## config.mk

```make
export PLATFORM = sky130hd
export DESIGN_NAME = bin_count_chain
export DESIGN_NICKNAME = d
export VERILOG_FILES = /design/src/rtl/cnt_pkg.sv /design/src/rtl/cnt_stage.sv /design/src/rtl/cnt_wrap_ctl.sv /design/src/rtl/bin_count_chain.sv
export SDC_FILE = /design/constraint.sdc
export NUM_CORES = 1
export LEC_CHECK = 0
export BUFFER_PORTS_ARGS = -buffer_cell sky130_fd_sc_hd__buf_2
export CAP_MARGIN = 20
export CORE_MARGIN = 2
export CORE_UTILIZATION = 25
export DETAILED_ROUTE_END_ITERATION = 6
export GPL_TIMING_DRIVEN = 0
export PLACE_DENSITY = 0.57
export SKIP_LAST_GASP = 1
export SYNTH_ARGS = -nofsm -noshare
export SYNTH_HDL_FRONTEND = slang
export SYNTH_SLANG_ARGS = --single-unit
```

## constraint.sdc

```tcl
create_clock -name clk -period 5.95 [get_ports clk]
set_input_delay 0.8925 -clock clk [delete_from_list [all_inputs] [get_ports clk]]
set_output_delay 0.8925 -clock clk [all_outputs]
set_load 0.005 [all_outputs]
```

## src/rtl/cnt_pkg.sv

```systemverilog
package cnt_pkg;

    typedef enum logic [1:0] {
        ACT_HOLD  = 2'b00,
        ACT_COUNT = 2'b01,
        ACT_LOAD  = 2'b10,
        ACT_CLEAR = 2'b11
    } stage_act_e;

    typedef enum logic [1:0] {
        WRAP_FREE   = 2'b00,
        WRAP_RELOAD = 2'b01,
        WRAP_TRUNC  = 2'b10,
        WRAP_SPARE  = 2'b11
    } wrap_mode_e;

endpackage

```

## src/rtl/cnt_stage.sv

```systemverilog
module cnt_stage
    import cnt_pkg::*;
#(
    parameter int W = 4
) (
    input  logic         clk,
    input  logic         clr_n,
    input  logic         ld_n,
    input  logic         en_p,
    input  logic         en_t,
    input  logic [W-1:0] d,
    output logic [W-1:0] q,
    output logic         rco
);

    localparam logic [W-1:0] TOP_VAL = {W{1'b1}};

    stage_act_e   act;
    logic [W-1:0] cnt_r;

    // priority decode: clear, then load, then count, else hold
    always_comb begin
        if (!clr_n)             act = ACT_CLEAR;
        else if (!ld_n)         act = ACT_LOAD;
        else if (en_p && en_t)  act = ACT_COUNT;
        else                    act = ACT_HOLD;
    end

    // state register
    always_ff @(posedge clk) begin
        unique case (act)
            ACT_CLEAR: cnt_r <= '0;
            ACT_LOAD:  cnt_r <= d;
            ACT_COUNT: cnt_r <= cnt_r + W'(1);
            ACT_HOLD:  cnt_r <= cnt_r;
        endcase
    end

    // outputs
    always_comb begin
        q   = cnt_r;
        rco = en_t && (cnt_r == TOP_VAL);
    end

    logic armed;
    always_ff @(posedge clk) armed <= 1'b1;

    AST_CLEAR_ZERO: assert property (@(posedge clk) disable iff (!armed)
        !clr_n |=> (q == '0));
    AST_LOAD_DATA: assert property (@(posedge clk) disable iff (!armed)
        (clr_n && !ld_n) |=> (q == $past(d)));
    AST_COUNT_STEP: assert property (@(posedge clk) disable iff (!armed)
        (clr_n && ld_n && en_p && en_t) |=> (q == $past(q) + W'(1)));
    AST_HOLD_IDLE: assert property (@(posedge clk) disable iff (!armed)
        (clr_n && ld_n && !(en_p && en_t)) |=> $stable(q));

endmodule

```

## src/rtl/cnt_wrap_ctl.sv

```systemverilog
module cnt_wrap_ctl
    import cnt_pkg::*;
#(
    parameter int W = 8
) (
    input  logic [1:0]   wrap_mode,
    input  logic [W-1:0] q,
    input  logic [W-1:0] din,
    input  logic         carry,
    input  logic         clr_n,
    input  logic         ld_n,
    output logic         eff_clr_n,
    output logic         eff_ld_n
);

    wrap_mode_e mode;
    logic       end_hit;

    always_comb begin
        mode      = wrap_mode_e'(wrap_mode);
        end_hit   = (q == din);
        eff_clr_n = clr_n;
        eff_ld_n  = ld_n;
        unique case (mode)
            WRAP_RELOAD: eff_ld_n  = ld_n && !carry;
            WRAP_TRUNC:  eff_clr_n = clr_n && !end_hit;
            WRAP_FREE,
            WRAP_SPARE:  ;
        endcase
    end

endmodule

```

## src/rtl/bin_count_chain.sv

```systemverilog
module bin_count_chain
    import cnt_pkg::*;
#(
    parameter int STAGE_W  = 4,
    parameter int N_STAGES = 2,
    localparam int TOTAL_W = STAGE_W * N_STAGES
) (
    input  logic               clk,
    input  logic               clr_n,
    input  logic               ld_n,
    input  logic               en_p,
    input  logic               en_t,
    input  logic [1:0]         wrap_mode,
    input  logic [TOTAL_W-1:0] din,
    output logic [TOTAL_W-1:0] q,
    output logic               carry
);

    logic [N_STAGES:0] t_chain;
    logic              eff_clr_n;
    logic              eff_ld_n;

    assign t_chain[0] = en_t;
    assign carry      = t_chain[N_STAGES];

    cnt_wrap_ctl #(.W(TOTAL_W)) u_wrap (
        .wrap_mode (wrap_mode),
        .q         (q),
        .din       (din),
        .carry     (carry),
        .clr_n     (clr_n),
        .ld_n      (ld_n),
        .eff_clr_n (eff_clr_n),
        .eff_ld_n  (eff_ld_n)
    );

    for (genvar i = 0; i < N_STAGES; i++) begin : g_stage
        cnt_stage #(.W(STAGE_W)) u_stage (
            .clk   (clk),
            .clr_n (eff_clr_n),
            .ld_n  (eff_ld_n),
            .en_p  (en_p),
            .en_t  (t_chain[i]),
            .d     (din[i*STAGE_W +: STAGE_W]),
            .q     (q[i*STAGE_W +: STAGE_W]),
            .rco   (t_chain[i+1])
        );
    end

    logic armed;
    always_ff @(posedge clk) armed <= 1'b1;

    AST_CARRY_TERMINAL: assert property (@(posedge clk) disable iff (!armed)
        carry |-> (q == {TOTAL_W{1'b1}} && en_t));
    AST_RELOAD_START: assert property (@(posedge clk) disable iff (!armed)
        (clr_n && wrap_mode == 2'b01 && carry) |=> (q == $past(din)));
    AST_TRUNC_END: assert property (@(posedge clk) disable iff (!armed)
        (wrap_mode == 2'b10 && q == din) |=> (q == '0));

    if (N_STAGES >= 2) begin : g_casc_chk
        AST_CASCADE_STEP: assert property (@(posedge clk) disable iff (!armed)
            (clr_n && ld_n && en_p && en_t && wrap_mode == 2'b00 &&
             q[STAGE_W-1:0] == {STAGE_W{1'b1}})
            |=> (q[2*STAGE_W-1:STAGE_W] ==
                 $past(q[2*STAGE_W-1:STAGE_W]) + STAGE_W'(1)));
    end

endmodule

```

==> run summary, run 1 <==
First-pass DRT Iterations -> 4
xor and xnor area share after synthesis -> 0.1544
Seq cells post-synth -> 8
fillers -> 270
first-pass GRT wire length -> 2.435 mm
clk sink count -> 8
gr usage total -> 0.1007
H-tree depth -> 1
Die Wd -> 56.18 um
grt total ovfl -> 0
Fin Clk Skew -> 0.005414 ns
Compound-Gate Fraction of Synth Area -> 0.1838
clock buffer count from CTS -> 3
largest area contributor in the netlist -> edfxtp_1
row count -> 18
worst setup path category -> input port to flip-flop
routed vias/inst -> 4.800
top cells by count, synth -> xnor2_1, edfxtp_1, a22oi_1
Synth Net Count -> 84
Clk pwr share -> 0.273
Synth Area in Adders -> 0.09191
post_cts resized -> 0
status -> finished, final reports clean
initial core utilization -> 0.2698
Synth cell types -> 22
Iter 0 DRT Violations -> 30
Die Height -> 56.18 um
clock tree buffer depth -> 2
Synth Flop Type -> edfxtp_1
Sequential Power Share -> 0.480
Skew-Pair Late Insertion Delay -> 0.26 ns
final hold violation count -> 0
# setup viols final -> 0
final slew viol count -> 0
WL final -> 1.530 mm
CP endpoint kind -> flip-flop
Inst Count DP -> 117
Top-Level Pins -> 24
DP HPWL -> 1.218 mm
Req. time, crit path -> 5.95 ns
Core Box Area -> 0.002522 mm2
Avg Synthesized Cell Area -> 10.64 um2
vias in the first global route -> 534
Setup crit start kind -> input port
port bufs -> 23
unrepaired setup endpoints after global routing -> no
Ys Warns -> 0
worst vdd ir -> 96.28 uV
post-route setup slack -> 3.528 ns
max_cap viols -> 0
area delta synth->final -> 25.74%
largest family of logic cells by synthesized area -> simple AND/OR/NAND/NOR gates
pwr/cell area -> 181.7 mW/mm2
Die Area -> 0.003156 mm2
Pint -> 110.8 uW
Setup Buffers After CTS -> 0
Rel. slew slack -> 0.7406
simple-gate share of the synthesized area -> 0.2059
Vias -> 576
CTS Hold Bufs -> 0
Fin Setup TNS -> 0 ns
Tmin final -> 2.422 ns
Lkg Pwr -> 0.0003560 uW
most common cell in the netlist -> xnor2_1
Final Util -> 0.3393
combinational share of power -> 0.247
maximum clock rate -> 412.9 MHz
Worst path slowest cell -> o31ai_4
Synth top area share -> 0.3529
initial antenna violation count -> 0
Post-Syn Area -> 680.7 um2
Worst-Margin Slew -> 0.3891 ns
Sw Share -> 0.2871
WP data arrival -> 2.43 ns
TritonCTS clock tree -> yes
pre-CTS setup slack -> 3.277 ns
Diodes inserted -> 0
Layout Cells excl Fill -> 120
post-synthesis sequential area ratio -> 0.3529
period utilization -> 0.4070
peak per-stage delay on the critical path -> 0.44 ns
drt drc -> 0
Detail Route Antenna Nets -> 0
largest net degree at the start of global routing -> 10
wire per inst -> 12.75 um
type of the most critical hold path -> flip-flop to flip-flop
FFs w/ async S/R, synth -> 0
routability cong. -> 0.7408
CP max FO -> 9
crit-path cells -> buf_2 > xnor2_1 > nand3b_1 > o31ai_4 > nor2b_1 > ha_1 > a22oi_1 > nor2b_1
NetSw -> 44.65 uW
root buf cell -> clkbuf_4
mux contribution to synthesized area -> 0
Nets -> 112
layout cells sized above 1 -> 0.3333
CP dominant cell by count -> nor2b_1
clock-pin slew on the worst setup and hold paths -> 0.05 ns
EDFF count, synth -> 8
Largest register FFs -> 8
synth top area cells -> edfxtp_1, xnor2_1, ha_1
Cells after Synth -> 64
==> final cells by class <==
class	instances	area (um2)	share of cell area
repair buffers	23	115.1	0.1345
flip-flops and latches	8	240.2	0.2807
well taps	30	37.54	0.04386
inverters	2	7.507	0.008772
multi-input cells	54	432.9	0.5058
clock buffers	3	22.52	0.02632
==> kinds of logic after synthesis <==
| kind of cell | after synthesis |
|---|---|
| DFF | 8 |
| and+or+nand+nor | 24 |
| buffers and inverters | 2 |
| adders and majority gates | 5 |
| xor gates and xnor gates | 12 |
| AOI/OAI and AO/OA | 13 |
==> worst paths after layout <==
kind / end / from / slack, ns / cells after the start
worst max-delay path: g_stage[1].u_stage.q[2]$_DFFE_PP_ / din[2] / 3.53 / 8
worst min-delay path: g_stage[1].u_stage.q[0]$_DFFE_PP_ / g_stage[1].u_stage.q[0]$_DFFE_PP_ / 0.79 / 2
worst max register to register: g_stage[1].u_stage.q[2]$_DFFE_PP_ / g_stage[0].u_stage.q[2]$_DFFE_PP_ / 3.76 / 7
worst min register to register: g_stage[1].u_stage.q[0]$_DFFE_PP_ / g_stage[1].u_stage.q[0]$_DFFE_PP_ / 0.79 / 2
==> power by group through the flow <==
stage | registers [uW] | clock network, uW | logic, uW
2_1_floorplan | 75.1 | 0 | 22.8
3_3_place_gp | 75.4 | 0 | 38.5
3_5_place_dp | 75.6 | 0 | 38.4
4_1_cts | 74.5 | 43.7 | 38.7
5_1_grt | 75.2 | 47.0 | 42.6
6_report | 74.6 | 42.5 | 38.4
==> worst max-delay path, delay by kind of cell <==
kind                       cells  cell delay, ns
and+or+nand+nor                3            0.36
adders and majority gates      1            0.27
xor gates and xnor gates       1            0.14
AOI/OAI and AO/OA              2            0.64
buffers and inverters          1            0.11
==> through the flow <==
step	instance area (um2)	hold slack (ns)	power (uW)
after detailed placement	833.3	0.7708	114.0
after floorplan	680.7	0.7513	97.90
after global placement	833.3	0.7692	114.0
final	855.8	0.7859	155.5
after CTS	855.8	0.7944	156.8
after global routing	855.8	0.8287	164.9
==> cells in the final DEF, fill, tap and decap left out, types with 2 or more instances in the layout <==
cell      netlist  layout
inv_1           2       2
o31ai_4         2       2
nor2b_1         5       5
nand2b_1        3       3
clkbuf_4        0       3
buf_2           0      23
xor2_1          2       2
ha_1            5       5
a22oi_1         7       7
nor2_1          6       6
nand3_1         3       3
edfxtp_1        8       8
xnor2_1        10      10
==> routing by layer <==
metal / vias up / routed length, um / GRT usage
li1: 288 / - / -
met1: 261 / 781 / 0.1421
met2: 25 / 617 / 0.1345
met3: 2 / 121 / 0.03953
met4: 0 / 10 / 0.04082
met5: - / 0 / 0
(Power assumes the default switching activity.)
==> run 2: changes to the inputs <==
PLACE_DENSITY = 0.58   (was 0.57)
clock period = 2.1 ns   (was 5.95 ns; I/O delays follow)
==> run summary, run 2 (synthesis gave the netlist of run 1 again) <==
status -> finished, final reports clean
first-pass GRT wire length -> 2.780 mm (+14%)
period utilization -> 0.9611
Detail Route Antenna Nets -> 0 (unchanged)
WL final -> 1.659 mm (+8.4%)
pre-CTS setup slack -> -0.1187 ns (-3.396 ns)
pwr/cell area -> 499.8 mW/mm2 (+180%)
clock tree buffer depth -> 2 (unchanged)
worst vdd ir -> 293.8 uV (+210%)
most common cell after layout, fill and taps aside -> buf_2
Iter 0 DRT Violations -> 20 (-33%)
unrepaired setup endpoints after global routing -> yes
row count -> 18 (unchanged)
Diodes inserted -> 0 (unchanged)
Sw Share -> 0.2874 (about the same)
Fin Setup TNS -> 0 ns (unchanged)
type of the most critical hold path -> input port to flip-flop
largest net degree at the start of global routing -> 6 (-4)
area delta synth->final -> 34.19%
Req. time, crit path -> 2.11 ns (-3.84 ns)
Tmin final -> 2.018 ns
Pint -> 325.3 uW (+190%)
maximum clock rate -> 495.4 MHz
First-pass DRT Iterations -> 4 (unchanged)
initial antenna violation count -> 0 (unchanged)
crit-path cells -> xnor2_2 > nand3b_1 > o31ai_4 > nor2b_1 > ha_1 > nor2b_1
port bufs -> 23 (unchanged)
Vias -> 590 (+2.4%)
final slew viol count -> 0 (unchanged)
startpoint of the worst hold path -> din[3]
Critical Path Source -> g_stage[0].u_stage.q[2]$_DFFE_PP_
Setup crit start kind -> flip-flop
peak per-stage delay on the critical path -> 0.48 ns (+0.04 ns)
CTS Hold Bufs -> 0 (unchanged)
drt drc -> 0 (unchanged)
Worst path slowest cell -> edfxtp_1
initial core utilization -> 0.2698 (unchanged)
vias in the first global route -> 598 (+12%)
root buf cell -> clkbuf_4
Sequential Power Share -> 0.457 (-0.023)
Die Area -> 0.003156 mm2 (unchanged)
WP data arrival -> 2.03 ns (-0.40 ns)
Fin Clk Skew -> 0.002449 ns (-0.002965 ns)
commonest cells after routing, fill and taps aside -> buf_2, xnor2_1, edfxtp_1
Nets -> 118 (+5.4%)
clock buffer count from CTS -> 3 (unchanged)
wire per inst -> 13.17 um (+3.3%)
H-tree depth -> 1 (unchanged)
max_cap viols -> 0 (unchanged)
Design Area, Final -> 913.4 um2 (+6.7%)
# setup viols final -> 0 (unchanged)
routability cong. -> 0.7613 (+2.8%)
Top-Level Pins -> 24 (unchanged)
clock-pin slew on the worst setup and hold paths -> 0.06 ns (about the same)
clk sink count -> 8 (unchanged)
Largest register FFs -> 8 (unchanged)
total power -> 456.5 uW (+190%)
Rel. slew slack -> 0.8077 (+0.06710)
grt total ovfl -> 0 (unchanged)
final hold violation count -> 0 (unchanged)
Clk pwr share -> 0.264 (-0.009)
Worst-Margin Slew -> 0.2884 ns (-0.1006 ns)
combinational share of power -> 0.279 (+0.032)
routed vias/inst -> 4.683 (-2.4%)
post-route setup slack -> 0.08163 ns (-3.447 ns)
DP HPWL -> 1.335 mm (+9.6%)
NetSw -> 131.2 uW (+190%)
CP max FO -> 5 (-4)
TritonCTS clock tree -> yes
Hold Slack -> 0.4178 ns (-0.3681 ns)
Lkg Pwr -> 0.0003878 uW (+8.9%)
Reg2Reg Launch Point -> g_stage[0].u_stage.q[2]$_DFFE_PP_
gr usage total -> 0.1150 (+0.01433)
Die Height -> 56.18 um (unchanged)
Skew-Pair Late Insertion Delay -> 0.26 ns (about the same)
CP endpoint kind -> flip-flop
fillers -> 271 (+0.37%)
Die Wd -> 56.18 um (unchanged)
CP dominant cell by count -> nor2b_1
Placed Area -> 833.3 um2 (unchanged)
Core Box Area -> 0.002522 mm2 (unchanged)
worst setup path category -> flip-flop to flip-flop
layout cells sized above 1 -> 0.4063 (+0.07292)
## run 2: changes by cell type in the layout (fill, tap and decap cells not counted)
cell,delta
xnor2_2,+1
ha_1,-2
ha_2,+2
xnor2_1,-1
buf_4,+6
## run 2: path summary, 6_finish.rpt
check	to	slack, ns	cells after the start
worst max-delay path	g_stage[1].u_stage.q[1]$_DFFE_PP_	0.08	6
worst min-delay path	g_stage[0].u_stage.q[3]$_DFFE_PP_	0.42	3
worst max register to register	g_stage[1].u_stage.q[1]$_DFFE_PP_	0.08	6
worst min register to register	g_stage[0].u_stage.q[0]$_DFFE_PP_	0.81	3
## run 2: final cells by class
cell class / instances / area, um2 / share of cell area
Tap cell: 30 / 37.54 / 0.04110
Timing Repair Buffer: 29 / 160.2 / 0.1753
Multi-Input combinational cell: 54 / 445.4 / 0.4877
Inverter: 2 / 7.507 / 0.008219
Clock buffer: 3 / 22.52 / 0.02466
Sequential cell: 8 / 240.2 / 0.2630
## run 2: power groups by stage
stage	logic [uW]	clock network [uW]	registers, uW
CTS	120	129	209
floorplan	64.6	0	213
detailed placement	112	0	214
global placement	110	0	214
finish	127	121	208
global route	141	133	211
## run 2: routing by layer
metal	share of wire	track usage
met3	0.091	0.05116
met2	0.44	0.1815
met4	0	0.02041
met5	0	0
met1	0.47	0.1461
## run 2: critical path, delay by kind of cell (launching register included)
kind            cells  cell delay, ns
simple gates        3            0.40
xor+xnor            1            0.17
compound gates      1            0.36
fa+ha+maj           1            0.35
flops               1            0.48
## run 2: timing repair
action / in CTS / in global routing
setup endpoints to repair: 8 / 8
gates cloned: 0 / 0
endpoints found under the hold margin: 0 / 0
setup buffers: 3 / 3
resized for setup: 0 / 3
pin swaps: 2 / 2
## run 2: stage by stage
stage,std cells,util
2_1_floorplan,64,-
3_3_place_gp,117,0.3304
3_5_place_dp,117,0.3304
4_1_cts,123,0.3482
5_1_grt,126,0.3621
6_report,126,0.3621
==> run 3: changes to the inputs <==
SETUP_SLACK_MARGIN = 0.2   (was default)
==> run summary, run 3 (synthesis gave the netlist of run 1 again) <==
Fin Setup TNS -> 0 ns (unchanged)
routed vias/inst -> 4.804 (+2.6%)
Tmin final -> 2.023 ns (+0.004251 ns)
initial antenna violation count -> 0 (unchanged)
First-pass DRT Iterations -> 4 (unchanged)
Hold Slack -> 0.4075 ns (-0.01028 ns)
Core Box Area -> 0.002522 mm2 (unchanged)
Inst Count DP -> 117 (unchanged)
WP data arrival -> 2.04 ns (about the same)
Vias -> 663 (+12%)
Lkg Pwr -> 0.0004691 uW (+21%)
vias in the first global route -> 661 (+11%)
CP endpoint kind -> flip-flop
Nets -> 130 (+10%)
wire per inst -> 15.14 um (+15%)
Sw Share -> 0.3114 (+0.02407)
commonest cells after routing, fill and taps aside -> buf_2, buf_4, xnor2_1
initial core utilization -> 0.2698 (unchanged)
status -> finished, final reports clean
layout cells sized above 1 -> 0.5926 (+0.1863)
Fin Clk Skew -> 0.002337 ns (-0.0001122 ns)
clock-pin slew on the worst setup and hold paths -> 0.06 ns (about the same)
area delta synth->final -> 65.62%
final slew viol count -> 0 (unchanged)
max_cap viols -> 0 (unchanged)
H-tree depth -> 1 (unchanged)
unrepaired setup endpoints after global routing -> yes
DP HPWL -> 1.287 mm (-3.6%)
largest net degree at the start of global routing -> 6 (unchanged)
routability cong. -> 0.7735 (+1.6%)
Layout Cells excl Fill -> 138 (+9.5%)
final hold violation count -> 0 (unchanged)
port bufs -> 23 (unchanged)
Sequential Power Share -> 0.395 (-0.062)
Die Height -> 56.18 um (unchanged)
Detail Route Antenna Nets -> 0 (unchanged)
NetSw -> 162.7 uW (+24%)
total power -> 522.3 uW (+14%)
type of the most critical hold path -> input port to flip-flop
gr usage total -> 0.1285 (+0.01348)
combinational share of power -> 0.358 (+0.079)
Pint -> 359.6 uW (+11%)
Die Wd -> 56.18 um (unchanged)
first-pass GRT wire length -> 3.070 mm (+10%)
Skew-Pair Late Insertion Delay -> 0.27 ns (about the same)
# setup viols final -> 0 (unchanged)
WL final -> 2.089 mm (+26%)
drt drc -> 0 (unchanged)
Clk pwr share -> 0.247 (-0.017)
Rel. slew slack -> 0.8272 (+0.01946)
Top-Level Pins -> 24 (unchanged)
Setup crit start kind -> flip-flop
Diodes inserted -> 0 (unchanged)
TritonCTS clock tree -> yes
Die Area -> 0.003156 mm2 (unchanged)
worst vdd ir -> 327.2 uV (+11%)
maximum clock rate -> 494.4 MHz (-0.21%)
Largest register FFs -> 8 (unchanged)
period utilization -> 0.9632 (+0.002024)
Iter 0 DRT Violations -> 19 (-5.0%)
pre-CTS setup slack -> -0.09726 ns (+0.02145 ns)
clk sink count -> 8 (unchanged)
pwr/cell area -> 463.3 mW/mm2 (-7.3%)
root buf cell -> clkbuf_4
most common cell after layout, fill and taps aside -> buf_2
clock tree buffer depth -> 2 (unchanged)
worst setup path category -> flip-flop to flip-flop
clock buffer count from CTS -> 3 (unchanged)
setup slack, reg-to-reg -> 0.08 ns (about the same)
post-route setup slack -> 0.07738 ns (-0.004251 ns)
Worst-Margin Slew -> 0.2592 ns (-0.02920 ns)
Req. time, crit path -> 2.12 ns (about the same)
row count -> 18 (unchanged)
CP max FO -> 4 (-1)
grt total ovfl -> 0 (unchanged)
[run 3: per-layer routing]
layer,share of wire,vias to the layer above,GRT usage
met5,0,-,0
met2,0.50,22,0.2067
met1,0.44,316,0.1632
li1,-,323,-
met3,0.056,2,0.03953
met4,0.0062,0,0.04082
[run 3: power by group through the flow]
stage | Clock [uW] | Combinational, uW | Sequential, uW
detailed placement | 0 | 111 | 214
global placement | 0 | 109 | 214
floorplan | 0 | 64.8 | 213
finish | 129 | 187 | 206
CTS | 130 | 169 | 203
global route | 137 | 201 | 208
[run 3: worst max-delay path, stage by stage, from the launching register on]
cell	delay (ns)
edfxtp_1	0.50
xnor2_2	0.20
nand4_1	0.16
o31ai_4	0.28
buf_6	0.16
nor2b_4	0.05
ha_4	0.18
a22oi_2	0.17
nor2b_1	0.07
[run 3: worst paths after layout]
| path | end | from | depth (start not counted) |
|---|---|---|---|
| worst max-delay path | g_stage[1].u_stage.q[3]$_DFFE_PP_ | g_stage[1].u_stage.q[1]$_DFFE_PP_ | 8 |
| worst min-delay path | g_stage[0].u_stage.q[2]$_DFFE_PP_ | din[2] | 3 |
| worst max register to register | g_stage[1].u_stage.q[3]$_DFFE_PP_ | g_stage[1].u_stage.q[1]$_DFFE_PP_ | 8 |
| worst min register to register | g_stage[0].u_stage.q[0]$_DFFE_PP_ | g_stage[0].u_stage.q[0]$_DFFE_PP_ | 3 |
[run 3: final cells by class]
class / count / area, um2
Inverter: 2 / 11.26
Clock buffer: 3 / 22.52
Multi-Input combinational cell: 54 / 561.8
Fill cell: 256 / 1395
Tap cell: 30 / 37.54
Timing Repair Buffer: 41 / 254.0
Sequential cell: 8 / 240.2
[run 3: what timing repair did]
item,CTS,global route
hold buffers,0,0
gates cloned,0,0
setup buffers,17,1
resized for setup,15,9
endpoints found under the hold margin,0,0
setup endpoints to repair,8,12
pin swaps,9,11
[run 3: through the flow]
step,util,instance area [um2]
2_1_floorplan,-,683.2
3_3_place_gp,0.3313,835.8
3_5_place_dp,0.3313,835.8
4_1_cts,0.4236,1069
5_1_grt,0.4469,1127
6_report,0.4469,1127
